### config.mk
export PLATFORM = sky130hd
export DESIGN_NAME = hf_conv_seq
export DESIGN_NICKNAME = d
export VERILOG_FILES = /design/src/rtl/hfc_pkg.sv /design/src/rtl/hfc_sync.sv /design/src/rtl/hfc_seq_fsm.sv /design/src/rtl/hfc_result.sv /design/src/rtl/hf_conv_seq.sv
export SDC_FILE = /design/constraint.sdc
export NUM_CORES = 1
export LEC_CHECK = 0
export BUFFER_PORTS_ARGS = -buffer_cell sky130_fd_sc_hd__buf_2
export CAP_MARGIN = 10
export CORE_MARGIN = 4
export CORE_UTILIZATION = 33
export CTS_CLUSTER_SIZE = 16
export DETAILED_ROUTE_END_ITERATION = 7
export HOLD_SLACK_MARGIN = 0.06
export PLACE_DENSITY = 0.54
export SLEW_MARGIN = 20
export SYNTH_ARGS = -nofsm -noshare
export SYNTH_HDL_FRONTEND = slang
export SYNTH_SLANG_ARGS = --single-unit
### constraint.sdc
create_clock -name clk -period 2.85 [get_ports clk]
set_input_delay 0.4275 -clock clk [delete_from_list [all_inputs] [get_ports clk]]
set_output_delay 0.4275 -clock clk [all_outputs]
set_load 0.05 [all_outputs]
### src/rtl/hfc_pkg.sv
package hfc_pkg;

  typedef enum logic [2:0] {
    ST_IDLE,
    ST_RD_UP,
    ST_RD_LO,
    ST_WR_SMP,
    ST_WR_LO,
    ST_DONE
  } seq_st_e;

  function automatic int unsigned ns_to_cyc(int unsigned ns, int unsigned per);
    return (ns + per - 1) / per;
  endfunction

endpackage

### src/rtl/hfc_sync.sv
module hfc_sync #(
  parameter int unsigned   W       = 4,
  parameter logic [W-1:0]  RST_VAL = '1
) (
  input  logic         clk,
  input  logic         rst_n,
  input  logic [W-1:0] d,
  output logic [W-1:0] q
);

  for (genvar i = 0; i < W; i++) begin : g_bit
    logic m1;
    logic m2;
    always_ff @(posedge clk or negedge rst_n) begin
      if (!rst_n) begin
        m1 <= RST_VAL[i];
        m2 <= RST_VAL[i];
      end else begin
        m1 <= d[i];
        m2 <= m1;
      end
    end
    assign q[i] = m2;
  end

endmodule

### src/rtl/hfc_seq_fsm.sv
module hfc_seq_fsm
  import hfc_pkg::*;
#(
  parameter int unsigned EARLY_C = 150,
  parameter int unsigned STAGE_C = 200
) (
  input  logic clk,
  input  logic rst_n,
  input  logic cs_n_s,
  input  logic wr_n_s,
  input  logic rd_n_s,
  input  logic mode_s,
  output logic up_cmp,
  output logic lo_cmp,
  output logic cap_up,
  output logic cap_lo,
  output logic busy,
  output logic int_n
);

  localparam int unsigned CW = $clog2(STAGE_C + 1);
  localparam logic [CW-1:0] LAST_CNT  = CW'(STAGE_C - 1);
  localparam logic [CW-1:0] EARLY_CNT = CW'(EARLY_C);
  localparam logic [CW-1:0] SAT_CNT   = CW'(STAGE_C);

  seq_st_e       st, nxt;
  logic [CW-1:0] cnt;
  logic          cs_n_p, wr_n_p, rd_n_p;
  logic          sel, rd_fall, rd_rise, wr_fall, wr_rise, cs_rise;

  // previous synchronized strobe levels for edge detection
  always_ff @(posedge clk or negedge rst_n) begin
    if (!rst_n) begin
      cs_n_p <= 1'b1;
      wr_n_p <= 1'b1;
      rd_n_p <= 1'b1;
    end else begin
      cs_n_p <= cs_n_s;
      wr_n_p <= wr_n_s;
      rd_n_p <= rd_n_s;
    end
  end

  assign sel     = ~cs_n_s;
  assign rd_fall = sel & rd_n_p & ~rd_n_s;
  assign rd_rise = sel & ~rd_n_p & rd_n_s;
  assign wr_fall = sel & wr_n_p & ~wr_n_s;
  assign wr_rise = sel & ~wr_n_p & wr_n_s;
  assign cs_rise = ~cs_n_p & cs_n_s;

  always_comb begin
    nxt    = st;
    cap_up = 1'b0;
    cap_lo = 1'b0;
    unique case (st)
      ST_IDLE: begin
        if (!mode_s && rd_fall)     nxt = ST_RD_UP;
        else if (mode_s && wr_fall) nxt = ST_WR_SMP;
      end
      ST_RD_UP: begin
        if (cnt == LAST_CNT) begin
          nxt    = ST_RD_LO;
          cap_up = 1'b1;
        end
      end
      ST_RD_LO: begin
        if (cnt == LAST_CNT) begin
          nxt    = ST_DONE;
          cap_lo = 1'b1;
        end
      end
      ST_WR_SMP: begin
        if (wr_rise) begin
          nxt    = ST_WR_LO;
          cap_up = 1'b1;
        end
      end
      ST_WR_LO: begin
        if ((rd_fall && cnt >= EARLY_CNT) || cnt == LAST_CNT) begin
          nxt    = ST_DONE;
          cap_lo = 1'b1;
        end
      end
      ST_DONE: begin
        if (mode_s && wr_fall)          nxt = ST_WR_SMP;
        else if (!mode_s && rd_fall)    nxt = ST_RD_UP;
        else if (rd_rise || cs_rise)    nxt = ST_IDLE;
      end
      default: nxt = ST_IDLE;
    endcase
  end

  always_ff @(posedge clk or negedge rst_n) begin
    if (!rst_n) begin
      st  <= ST_IDLE;
      cnt <= '0;
    end else begin
      st <= nxt;
      if (nxt != st)       cnt <= '0;
      else if (cnt != SAT_CNT) cnt <= cnt + 1'b1;
    end
  end

  assign up_cmp = (st == ST_RD_UP) || (st == ST_WR_SMP);
  assign lo_cmp = (st == ST_RD_LO) || (st == ST_WR_LO);
  assign busy   = (st == ST_RD_UP) || (st == ST_RD_LO);
  assign int_n  = (st != ST_DONE);

  AST_LO_FOLLOWS_UP: assert property (@(posedge clk) disable iff (!rst_n)
    $rose(lo_cmp) |-> $past(cap_up));

  AST_INT_FOLLOWS_LO: assert property (@(posedge clk) disable iff (!rst_n)
    $fell(int_n) |-> $past(cap_lo));

  AST_SAMPLE_WINDOW: assert property (@(posedge clk) disable iff (!rst_n)
    $rose(up_cmp) |-> (!lo_cmp && int_n));

  AST_EARLY_RD_IGNORED: assert property (@(posedge clk) disable iff (!rst_n)
    (st == ST_WR_LO && rd_fall && cnt < EARLY_CNT) |=> (int_n && lo_cmp));

  AST_DESELECT_NO_START: assert property (@(posedge clk) disable iff (!rst_n)
    (st == ST_IDLE && cs_n_s) |=> (st == ST_IDLE));

endmodule

### src/rtl/hfc_result.sv
module hfc_result #(
  parameter int unsigned STAGE_W = 4
) (
  input  logic                   clk,
  input  logic                   rst_n,
  input  logic                   cap_up,
  input  logic                   cap_lo,
  input  logic [STAGE_W-1:0]     up_res,
  input  logic [STAGE_W-1:0]     lo_res,
  input  logic                   done,
  input  logic                   cs_n_s,
  input  logic                   rd_n_s,
  output logic [2*STAGE_W-1:0]   dout,
  output logic                   dout_oe,
  output logic                   up_lat,
  output logic                   lo_lat
);

  logic [STAGE_W-1:0] hi_q, lo_q;

  always_ff @(posedge clk or negedge rst_n) begin
    if (!rst_n) begin
      hi_q   <= '0;
      lo_q   <= '0;
      up_lat <= 1'b0;
      lo_lat <= 1'b0;
    end else begin
      if (cap_up) hi_q <= up_res;
      if (cap_lo) lo_q <= lo_res;
      up_lat <= cap_up;
      lo_lat <= cap_lo;
    end
  end

  assign dout_oe = done & ~cs_n_s & ~rd_n_s;
  assign dout    = dout_oe ? {hi_q, lo_q} : '0;

  AST_DATA_HELD: assert property (@(posedge clk) disable iff (!rst_n)
    (dout_oe && $past(dout_oe)) |-> $stable(dout));

  AST_LAT_ONE_CYCLE: assert property (@(posedge clk) disable iff (!rst_n)
    up_lat |=> !up_lat);

endmodule

### src/rtl/hf_conv_seq.sv
module hf_conv_seq #(
  parameter int unsigned CLK_PERIOD_NS = 4,
  parameter int unsigned T_EARLY_NS    = 600,
  parameter int unsigned T_STAGE_NS    = 800,
  parameter int unsigned STAGE_W       = 4
) (
  input  logic                 clk,
  input  logic                 rst_n,
  input  logic                 cs_n,
  input  logic                 wr_n,
  input  logic                 rd_n,
  input  logic                 mode_wr,
  input  logic [STAGE_W-1:0]   up_res,
  input  logic [STAGE_W-1:0]   lo_res,
  output logic                 up_cmp,
  output logic                 lo_cmp,
  output logic                 up_lat,
  output logic                 lo_lat,
  output logic [2*STAGE_W-1:0] dout,
  output logic                 dout_oe,
  output logic                 int_n,
  output logic                 busy
);

  localparam int unsigned EARLY_C = hfc_pkg::ns_to_cyc(T_EARLY_NS, CLK_PERIOD_NS);
  localparam int unsigned STAGE_C = hfc_pkg::ns_to_cyc(T_STAGE_NS, CLK_PERIOD_NS);

  logic [3:0] s_vec;
  logic       cap_up, cap_lo;

  hfc_sync #(.W(4), .RST_VAL(4'b0111)) u_sync (
    .clk   (clk),
    .rst_n (rst_n),
    .d     ({mode_wr, rd_n, wr_n, cs_n}),
    .q     (s_vec)
  );

  hfc_seq_fsm #(.EARLY_C(EARLY_C), .STAGE_C(STAGE_C)) u_fsm (
    .clk    (clk),
    .rst_n  (rst_n),
    .cs_n_s (s_vec[0]),
    .wr_n_s (s_vec[1]),
    .rd_n_s (s_vec[2]),
    .mode_s (s_vec[3]),
    .up_cmp (up_cmp),
    .lo_cmp (lo_cmp),
    .cap_up (cap_up),
    .cap_lo (cap_lo),
    .busy   (busy),
    .int_n  (int_n)
  );

  hfc_result #(.STAGE_W(STAGE_W)) u_res (
    .clk     (clk),
    .rst_n   (rst_n),
    .cap_up  (cap_up),
    .cap_lo  (cap_lo),
    .up_res  (up_res),
    .lo_res  (lo_res),
    .done    (~int_n),
    .cs_n_s  (s_vec[0]),
    .rd_n_s  (s_vec[2]),
    .dout    (dout),
    .dout_oe (dout_oe),
    .up_lat  (up_lat),
    .lo_lat  (lo_lat)
  );

  AST_BUSY_NOT_DONE: assert property (@(posedge clk) disable iff (!rst_n)
    !(busy && !int_n));

endmodule

Word level (Yosys, flattened, before mapping). Index checks and enable logic that the tools add are counted.

Logic and storage cells: 75. Register bits after elaboration: 32. Output and inout port bits: 15. Input bits: 14.

Reduce and logical (&&, ||, !) cells: 11. Bitwise logic cells: 18. Equality and inequality tests: 9. Mux-type cells: 18. Magnitude comparators: 1. $add $sub $neg: 1.

Operators by type and width (count): 2-to-1 mux 3 bit (9); 2-to-1 mux 8 bit (3); one-hot mux 3 bit (6 select lines) (1); AND 1 bit (11); adder 8 x 1 -> 8 bit, second input constant (1); == test 8 bit, second input constant (1); greater-or-equal comparator 8 bit, second input constant (1); inequality test 8 bit, second input constant (1); inverter 1 bit (7); == test 3 x 2 -> 1 bit, second input constant (2); == test 3 bit, second input constant (2); logical OR 1 bit (5); one-hot mux 1 bit (2 select lines) (2); == test 3 x 1 -> 1 bit, second input constant (1); logical AND 1 bit (3); zero test 3 bit (1); 2-to-1 mux 1 bit (3); inequality test 3 bit (1); inequality test 3 bit, second input constant (1); nonzero test 2 bit (1); zero test 1 bit (1).

Longest topological paths before layout. Gate-level depths: netlist (run 1).

Word-level depth: 10. Depth in mapped cells: 7. Mapped depth without buffers: 7.

By module. From an unflattened synthesis (run 1), not the netlist that was laid out.

Cell total of the unflattened synthesis: 150. Area, all modules: 1725.4 µm².

Modules (own cells, without submodules): hfc_seq_fsm (instances 1, area an instance 1036.0 µm², sequential area each 354.1 µm², cells an instance 110); hfc_result (instances 1, area an instance 447.9 µm², sequential area each 250.2 µm², cells an instance 27); hfc_sync (instances 1, area an instance 237.7 µm², sequential area each 207.7 µm², cells an instance 12); hf_conv_seq (instances 1, area an instance 3.8 µm², sequential area each 0.0 µm², cells an instance 1).

Least setup slack after synthesis (run 1). OpenSTA, ideal clock, no wires.

Path kind: reg-to-output. Start: register u_fsm.st[2]. End: output dout[0]. Setup slack: -702 ps. Arrival: 3125 ps. Buffers on the path: 1. Cell stages (with the launch flop): 6. Required time: 2423 ps. Path through: dfrtp_1 -> clkbuf_1 -> nor2b_1 -> nand2_1 -> nor3_1 -> and2_1.

Cells in the longest elaborated chain, start to end: 5.

Ends and longest elaborated chain: start: declaration (line hfc_seq_fsm.sv:26) `seq_st_e st, nxt;`; start signal: assignment (line hfc_seq_fsm.sv:98) `st <= nxt;`; inequality test 3 bit (line hfc_seq_fsm.sv:107) `assign int_n = (st != ST_DONE);`; via int_n (line hf_conv_seq.sv:21) `output logic int_n,`; inverter 1 bit (line hf_conv_seq.sv:60) `.done (~int_n),`; AND 1 bit (2 in a row) (line hfc_result.sv:35) `assign dout_oe = done & ~cs_n_s & ~rd_n_s;`; via dout_oe (line hf_conv_seq.sv:20) `output logic dout_oe,`; 2-to-1 mux 8 bit (line hfc_result.sv:36) `assign dout = dout_oe ? {hi_q, lo_q} : '0;`; end: declaration (line hf_conv_seq.sv:19) `output logic [2*STAGE_W-1:0] dout,`.

The timed path passes the listed nets, and every way through them passes these cells.

Final worst setup path (run 1).
Start: register u_fsm.st[2]. End: output dout[3].

Cells in the longest elaborated chain, start to end: 5.

Ends and longest elaborated chain (line): inequality test 3 bit (hfc_seq_fsm.sv:107); inverter 1 bit (hf_conv_seq.sv:60); AND 1 bit (2 in a row) (hfc_result.sv:35); 2-to-1 mux 8 bit (hfc_result.sv:36).

No other way between the ends.

==> impl_metrics.csv, run 1 <==
group,metric,value,unit
outcome,status,"finished clean",
synthesis,syn_area_per_cell,10.98,sq um
synthesis,synth.most_common_cell,"dfrtp_1",
global_route,grt_overflow,0,
synthesis,synthCells,146,
sta,maxSlewHeadroom,0.5389,
sta,fmax,417.3,MHz
clock_tree,cts_post_setup_buffers_inserted,0,
layout,diodes,0,
synthesis,netlist_area,0.001603,sq mm
worst_setup_path,critPathRequiredTime,2.42,ns
layout,drive_above_1_share,0.3371,
worst_hold_path,hp-class,"primary input to asynchronous set/reset pin",
layout,areaGrowthSynthToFinish,19.13,%
worst_setup_path,setup.worst_path.start_class,"flip-flop",
power,total_power,1.634,mW
drt,drcViolationCount,0,
floorplanning,die_y,77.69,microns
global_route,grt_busiest_layer,"met2",
clock_tree,htree_levels,2,
worst_setup_path,arrival,1.97,ns
sta,finalCriticalPeriod,2.396,ns
drt,post_drt_via_cell_ratio,4.727,
clock_tree,cts-root-buf,"clkbuf_8",
clock_tree,clk_latency,0.28,ns
floorplanning,rows,25,
sta,rsz0062_at_grt,"no",
global_route,grt.total_usage,0.1233,
worst_setup_path,crit_path_end_kind,"output pin",
global_route,globalRouteMet2Util,0.1832,
floorplanning,die_area,0.006036,sq mm
synthesis,synth_area_leaders,"dfrtp_1 36%, dfstp_2 15%, mux2_2 5.6%, nor3_1 3.4%, and2_1 3.1%",
worst_setup_path,crit_type,"flip-flop to output pin",
synthesis,ys_ff_latch,32,
layout,fill_cells,467,
drt,route.vias.total,1144,
synthesis,yosysSeqAreaShare,0.5066,
layout,finish.instance_area,0.001909,sq mm
global_route,grt_max_degree,33,
synthesis,synth_common_cells,"23 x dfrtp_1, 12 x nand2_1, 11 x nor3_1",
placed_design,placed_cell_area,0.001802,sq mm
placed_design,dpl.hpwl,2.367,mm
synthesis,netlist.area_leader.share,0.3591,
clock_tree,cts_resized,0,
clock_tree,ctsHoldBuffers,0,
synthesis,syn-num-nets,163,
global_route,antenna_found_initial,0,
run,maxCapViolCount,0,
sta,timing.final.crit_share,0.8408,
placed_design,numPortBuffers,28,
clock_tree,cts_tree,"yes",
clock_tree,path_clk_slew,0.07,ns
global_route,grt_pass1_vias,1208,
layout,final_nets,191,
power,ir_drop,0.3574,mV
clock_tree,numClockSinks,32,
synthesis,synth_top_cell_by_area,"dfrtp_1",
floorplanning,die_x,77.69,microns
clock_tree,numCtsBuffers,5,
global_route,use_met3,0.04988,
synthesis,yosys_warnings,0,
global_route,grt_pass1_wl,5.934,mm
drt,wl_per_cell,13.40,microns
drt,drt_first_pass_iters,4,
sta,final_max_slew_viol_count,0,
sta,clock_skew,0.008989,ns
worst_setup_path,worstPathMaxFanout,11,
power,pwr_density_cell,855.7,mW/mm^2
drt,ant_nets,0,
synthesis,ys.flop_type,"dfrtp_1",
floorplanning,start_util,0.3393,
drt,drtIter0Drc,82,
placed_design,gp_congestion,0.8095,
power,p_leak,0.8967,nW
drt,wl,3.244,mm
worst_setup_path,r2r_cells,7,
sta,setup-tns-final,0,ns
floorplanning,io_pins,29,
synthesis,synth_edf_count,0,
sta,worstMarginPinSlew,0.6917,ns
synthesis,synth.distinct_cells,45,
sta,setup_viol,0,
synthesis,async_flop_share,1.000,
floorplanning,core_area,0.004723,sq mm
clock_tree,cts_buffer_depth,2,
global_route,use_met1,0.1662,
sta,hold_viol,0,
==> cells by family after synthesis <==
logic type      share of synthesized area
simple gates                       0.2084
flops                              0.5066
compound gates                     0.1241
buf+inv                           0.03669
mux                               0.06245
xor+xnor                          0.03825
fa+ha+maj                         0.02342
==> sequential cells by signal, summed over array words and instances (netlist names), 3 cells and up <==
| signal | flops |
|---|---|
| u_fsm.cnt | 8 |
| u_res.hi_q | 4 |
| u_res.lo_q | 4 |
| u_sync.g_bit.m1 | 4 |
| u_sync.g_bit.m2 | 4 |
| u_fsm.st | 3 |
==> layout by cell type, fill, tap and decap left out, types with 2 or more instances in the layout <==
master,count
buf_2,28
dfrtp_1,23
nand2_1,12
nor3_1,10
dfstp_2,9
and2_1,8
mux2_2,8
inv_1,6
a21oi_1,5
nor2_1,5
clkbuf_8,5
a21o_1,4
nand3_1,4
xor2_1,4
nor2b_1,3
xnor2_1,3
ha_1,3
or2_2,2
nor4b_1,2
o21ai_0,2
nand2b_1,2
and3_1,2
==> area by class of cell <==
class	count	area, sq um	area share
tap	67	83.83	0.04391
inverter	6	22.52	0.01180
clock inverter	2	35.03	0.01835
clock buffer	6	72.57	0.03801
timing repair buffer	28	140.1	0.07339
sequential	32	812.0	0.4253
multi-input combinational	101	743.2	0.3893
==> path summary, 6_finish.rpt <==
path	from	to	slack, ns
max in group asynchronous	rst_n	u_sync.g_bit[3].m2	2.21
setup reg to reg	u_fsm.cnt[0]	u_res.lo_q[0]	0.56
hold reg to reg	u_sync.g_bit[3].m1	u_sync.g_bit[3].m2	0.35
setup / recovery	u_fsm.st[2]	dout[3]	0.45
hold / removal	rst_n	u_fsm.cnt[5]	0.18
min in group clk	rd_n	u_sync.g_bit[2].m1	0.24
==> per-stage QoR <==
step,setup slack (ns),cells,hold slack (ns),util
4_1_cts,0.4396,242,0.2144,0.4042
3_3_place_gp,0.5756,234,0.3369,0.3815
5_1_grt,0.2450,242,0.2213,0.4042
6_report,0.4538,242,0.1806,0.4042
2_1_floorplan,0.1145,146,0.1319,-
3_5_place_dp,0.5437,234,0.3364,0.3815
==> layer usage <==
metal  share of wire  wire [microns]
met5               0               0
met4          0.0096              31
met3           0.047             151
met2            0.45            1472
met1            0.49            1588
==> where the power goes <==
group | internal (mW) | switching (mW) | leakage [nW]
sequential | 0.551 | 0.134 | 0.392
clock | 0.259 | 0.165 | 0.0552
combinational | 0.209 | 0.316 | 0.450
total | 1.02 | 0.615 | 0.897
==> critical path: stages, from the launching register on <==
cell and delay (ns):
dfrtp_1 0.54, nor2b_1 0.27, nand2_1 0.15, nor3_4 0.28, and2_1 0.18, buf_2 0.26
Power figures use the tool's default switching activity.
==> run 2: changes to the inputs <==
--- a/config.mk
+++ b/config.mk
@@ -5,6 +5,7 @@
 export SDC_FILE = /design/constraint.sdc
 export NUM_CORES = 1
 export LEC_CHECK = 0
+export ABC_AREA = 1
 export BUFFER_PORTS_ARGS = -buffer_cell sky130_fd_sc_hd__buf_2
 export CAP_MARGIN = 10
 export CORE_MARGIN = 4
@@ -12,7 +13,7 @@
 export CTS_CLUSTER_SIZE = 16
 export DETAILED_ROUTE_END_ITERATION = 7
 export HOLD_SLACK_MARGIN = 0.06
-export PLACE_DENSITY = 0.54
+export PLACE_DENSITY = 0.56
 export SLEW_MARGIN = 20
 export SYNTH_ARGS = -nofsm -noshare
 export SYNTH_HDL_FRONTEND = slang
==> constraint.sdc (replaced) <==
create_clock -name clk -period 2.2 [get_ports clk]
set_input_delay 0.33 -clock clk [delete_from_list [all_inputs] [get_ports clk]]
set_output_delay 0.33 -clock clk [all_outputs]
set_load 0.05 [all_outputs]
==> impl_metrics.csv, run 2 <==
group,metric,value,unit
layout,areaGrowthSynthToFinish,26.92,%
global_route,grt_busiest_layer,"met2",
synthesis,synth.most_common_cell,"nand2_1",
global_route,grt_overflow,0,
synthesis,synth_area_leaders,"dfrtp_1 36%, dfstp_2 15%, nand2_1 12%, inv_1 6.7%, nor2_1 5.1%",
floorplanning,rows,25,
power,seq_power_share,0.350,
drt,post_drt_via_cell_ratio,4.231,
power,pwr_density_cell,1071,mW/mm^2
synthesis,synth_edf_count,0,
layout,final_nets,252,
worst_setup_path,setup.worst_path.start_class,"flip-flop",
layout,regMostFlops,"u_fsm.cnt",
sta,fmax,479.4,MHz
layout,drive_above_1_share,0.3941,
synthesis,synth_common_cells,"50 x nand2_1, 29 x inv_1, 23 x dfrtp_1",
worst_setup_path,worstPathMaxFanout,8,
sta,timing.final.crit_share,0.9482,
power,p_int,1.209,mW
sta,layout_setup_ws,0.1139,ns
drt,wl,3.307,mm
worst_setup_path,critPathRequiredTime,1.87,ns
synthesis,synth_top_cell_by_area,"dfrtp_1",
sta,setup_viol,0,
synthesis,syn-num-nets,213,
clock_tree,cts-root-buf,"clkbuf_8",
synthesis,yosys_warnings,0,
clock_tree,ctsHoldBuffers,0,
synthesis,syn_area_per_cell,8.229,sq um
clock_tree,numClockSinks,32,
sta,maxSlewHeadroom,0.5420,
sta,final_max_slew_viol_count,0,
layout,post-route-util,0.4334,
global_route,grt.total_usage,0.1163,
placed_design,gp_congestion,0.8089,
floorplanning,io_pins,29,
clock_tree,path_clk_slew,0.07,ns
power,switching_power,0.9829,mW
synthesis,yosysSeqAreaShare,0.5035,
clock_tree,cts_buffer_depth,2,
floorplanning,core_area,0.004723,sq mm
floorplanning,start_util,0.3415,
drt,drcViolationCount,0,
drt,ant_nets,0,
clock_tree,cts_tree,"yes",
power,switching_share,0.4485,
global_route,use_met3,0.02784,
clock_tree,clk_latency,0.29,ns
drt,route.vias.total,1282,
placed_design,dpl.hpwl,2.440,mm
layout,fill_cells,480,
layout,final_common_cell,"nand2_1",
synthesis,netlist.area_leader.share,0.3569,
layout,multiInputGateArea,704.4,sq um
global_route,globalRouteMet2Util,0.1832,
sta,holdWs,0.08299,ns
worst_setup_path,crit_type,"flip-flop to output pin",
worst_setup_path,r2r_setup_slack,0.41,ns
drt,drtIter0Drc,67,
layout,final-seq-area,814.5,sq um
sta,finalCriticalPeriod,2.086,ns
power,power_frac_comb,0.441,
clock_tree,numCtsBuffers,5,
worst_setup_path,crit_path_end_kind,"output pin",
layout,layout_common_cells,"50 x nand2_1, 27 x inv_1, 21 x dfrtp_1",
drt,drt_first_pass_iters,4,
floorplanning,die_area,0.006070,sq mm
sta,setup-tns-final,0,ns
global_route,grt_max_degree,33,
global_route,antenna_found_initial,0,
synthesis,ys_ff_latch,32,
placed_design,placed_cell_area,0.001864,sq mm
floorplanning,die_y,77.91,microns
sta,clock_skew,0.005338,ns
synthesis,ys.flop_type,"dfrtp_1",
placed_design,numPortBuffers,28,
floorplanning,die_x,77.91,microns
outcome,status,"finished clean",
synthesis,async_flop_share,1.000,
power,clkPwrFrac,0.209,
layout,largest_reg_flops,8,
layout,diodes,0,
worst_setup_path,arrival,1.76,ns
worst_hold_path,hp-class,"primary input to asynchronous set/reset pin",
sta,worstMarginPinSlew,0.6870,ns
synthesis,synth.distinct_cells,24,
global_route,use_met1,0.1450,
power,ir_drop,0.4578,mV
clock_tree,htree_levels,2,
layout,finish.instance_area,0.002047,sq mm
synthesis,netlist_area,0.001613,sq mm
placed_design,dp_slack,0.4115,ns
synthesis,synthCells,196,
sta,hold_viol,0,
run,maxCapViolCount,0,
global_route,grt_pass1_vias,1218,
drt,wl_per_cell,10.91,microns
global_route,grt_pass1_wl,5.471,mm
power,p_leak,1.031,nW
run 2: what timing repair did:
action | in CTS | in global routing
setup endpoints to repair | 0 | 8
setup buffers | 0 | 4
gates resized for setup | 0 | 29
run 2: path summary, 6_finish.rpt:
| path | cells past startpoint | endpoint | startpoint |
|---|---|---|---|
| max reg2reg | 11 | u_fsm.cnt[3] | u_fsm.cnt[1] |
| max in group asynchronous | 1 | u_fsm.st[0] | rst_n |
| min in group clk | 1 | u_sync.g_bit[0].m1 | cs_n |
| max | 8 | dout[2] | u_fsm.st[1] |
| min reg2reg | 0 | u_sync.g_bit[2].m2 | u_sync.g_bit[2].m1 |
| min | 1 | u_sync.g_bit[3].m1 | rst_n |
run 2: worst max-delay path: stages (launching register included):
cell and delay [ns]:
dfrtp_1 0.39, inv_2 0.08, nand2_1 0.09, nor2_2 0.15, inv_2 0.07, nor2_4 0.11
clkinvlp_4 0.23, nor2_2 0.17, buf_6 0.18
run 2: metal layers:
layer,routed length [microns],up-vias,part of all wire
met5,0,-,0
met4,72,0,0.022
met3,87,8,0.026
met2,1651,19,0.50
met1,1496,583,0.45
li1,-,672,-
run 2: power by group through the flow:
| stage | Combinational [mW] | Sequential, mW | Clock, mW |
|---|---|---|---|
| floorplan | 0.729 | 0.762 | 0 |
| global placement | 0.917 | 0.771 | 0 |
| CTS | 0.921 | 0.763 | 0.477 |
| detailed placement | 0.918 | 0.773 | 0 |
| global route | 1.08 | 0.777 | 0.502 |
| finish | 0.967 | 0.766 | 0.458 |
run 2: metrics by stage:
step	total power [mW]	std cells
floorplan	1.491	196
global placement	1.689	291
detailed placement	1.691	291
CTS	2.161	299
global route	2.355	303
finish	2.191	303
run 2: cells by family (layout without fill, tap and decap cells):
family          Yosys count  after routing  share of synthesized area
flops                    32             32                     0.5035
compound gates           16             16                    0.05663
xor+xnor                  4              4                    0.02172
fa+ha+maj                 3              3                    0.02328
simple gates            106            106                     0.3134
buf+inv                  35             75                    0.08145
run 2: final cells by class:
cell class / instances / share of cell area
Multi-Input combinational cell: 129 / 0.3441
Sequential cell: 32 / 0.3979
Timing Repair Buffer: 32 / 0.1057
Inverter: 35 / 0.06601
Tap cell: 67 / 0.04095
Clock buffer: 5 / 0.03362
Clock inverter: 3 / 0.01161
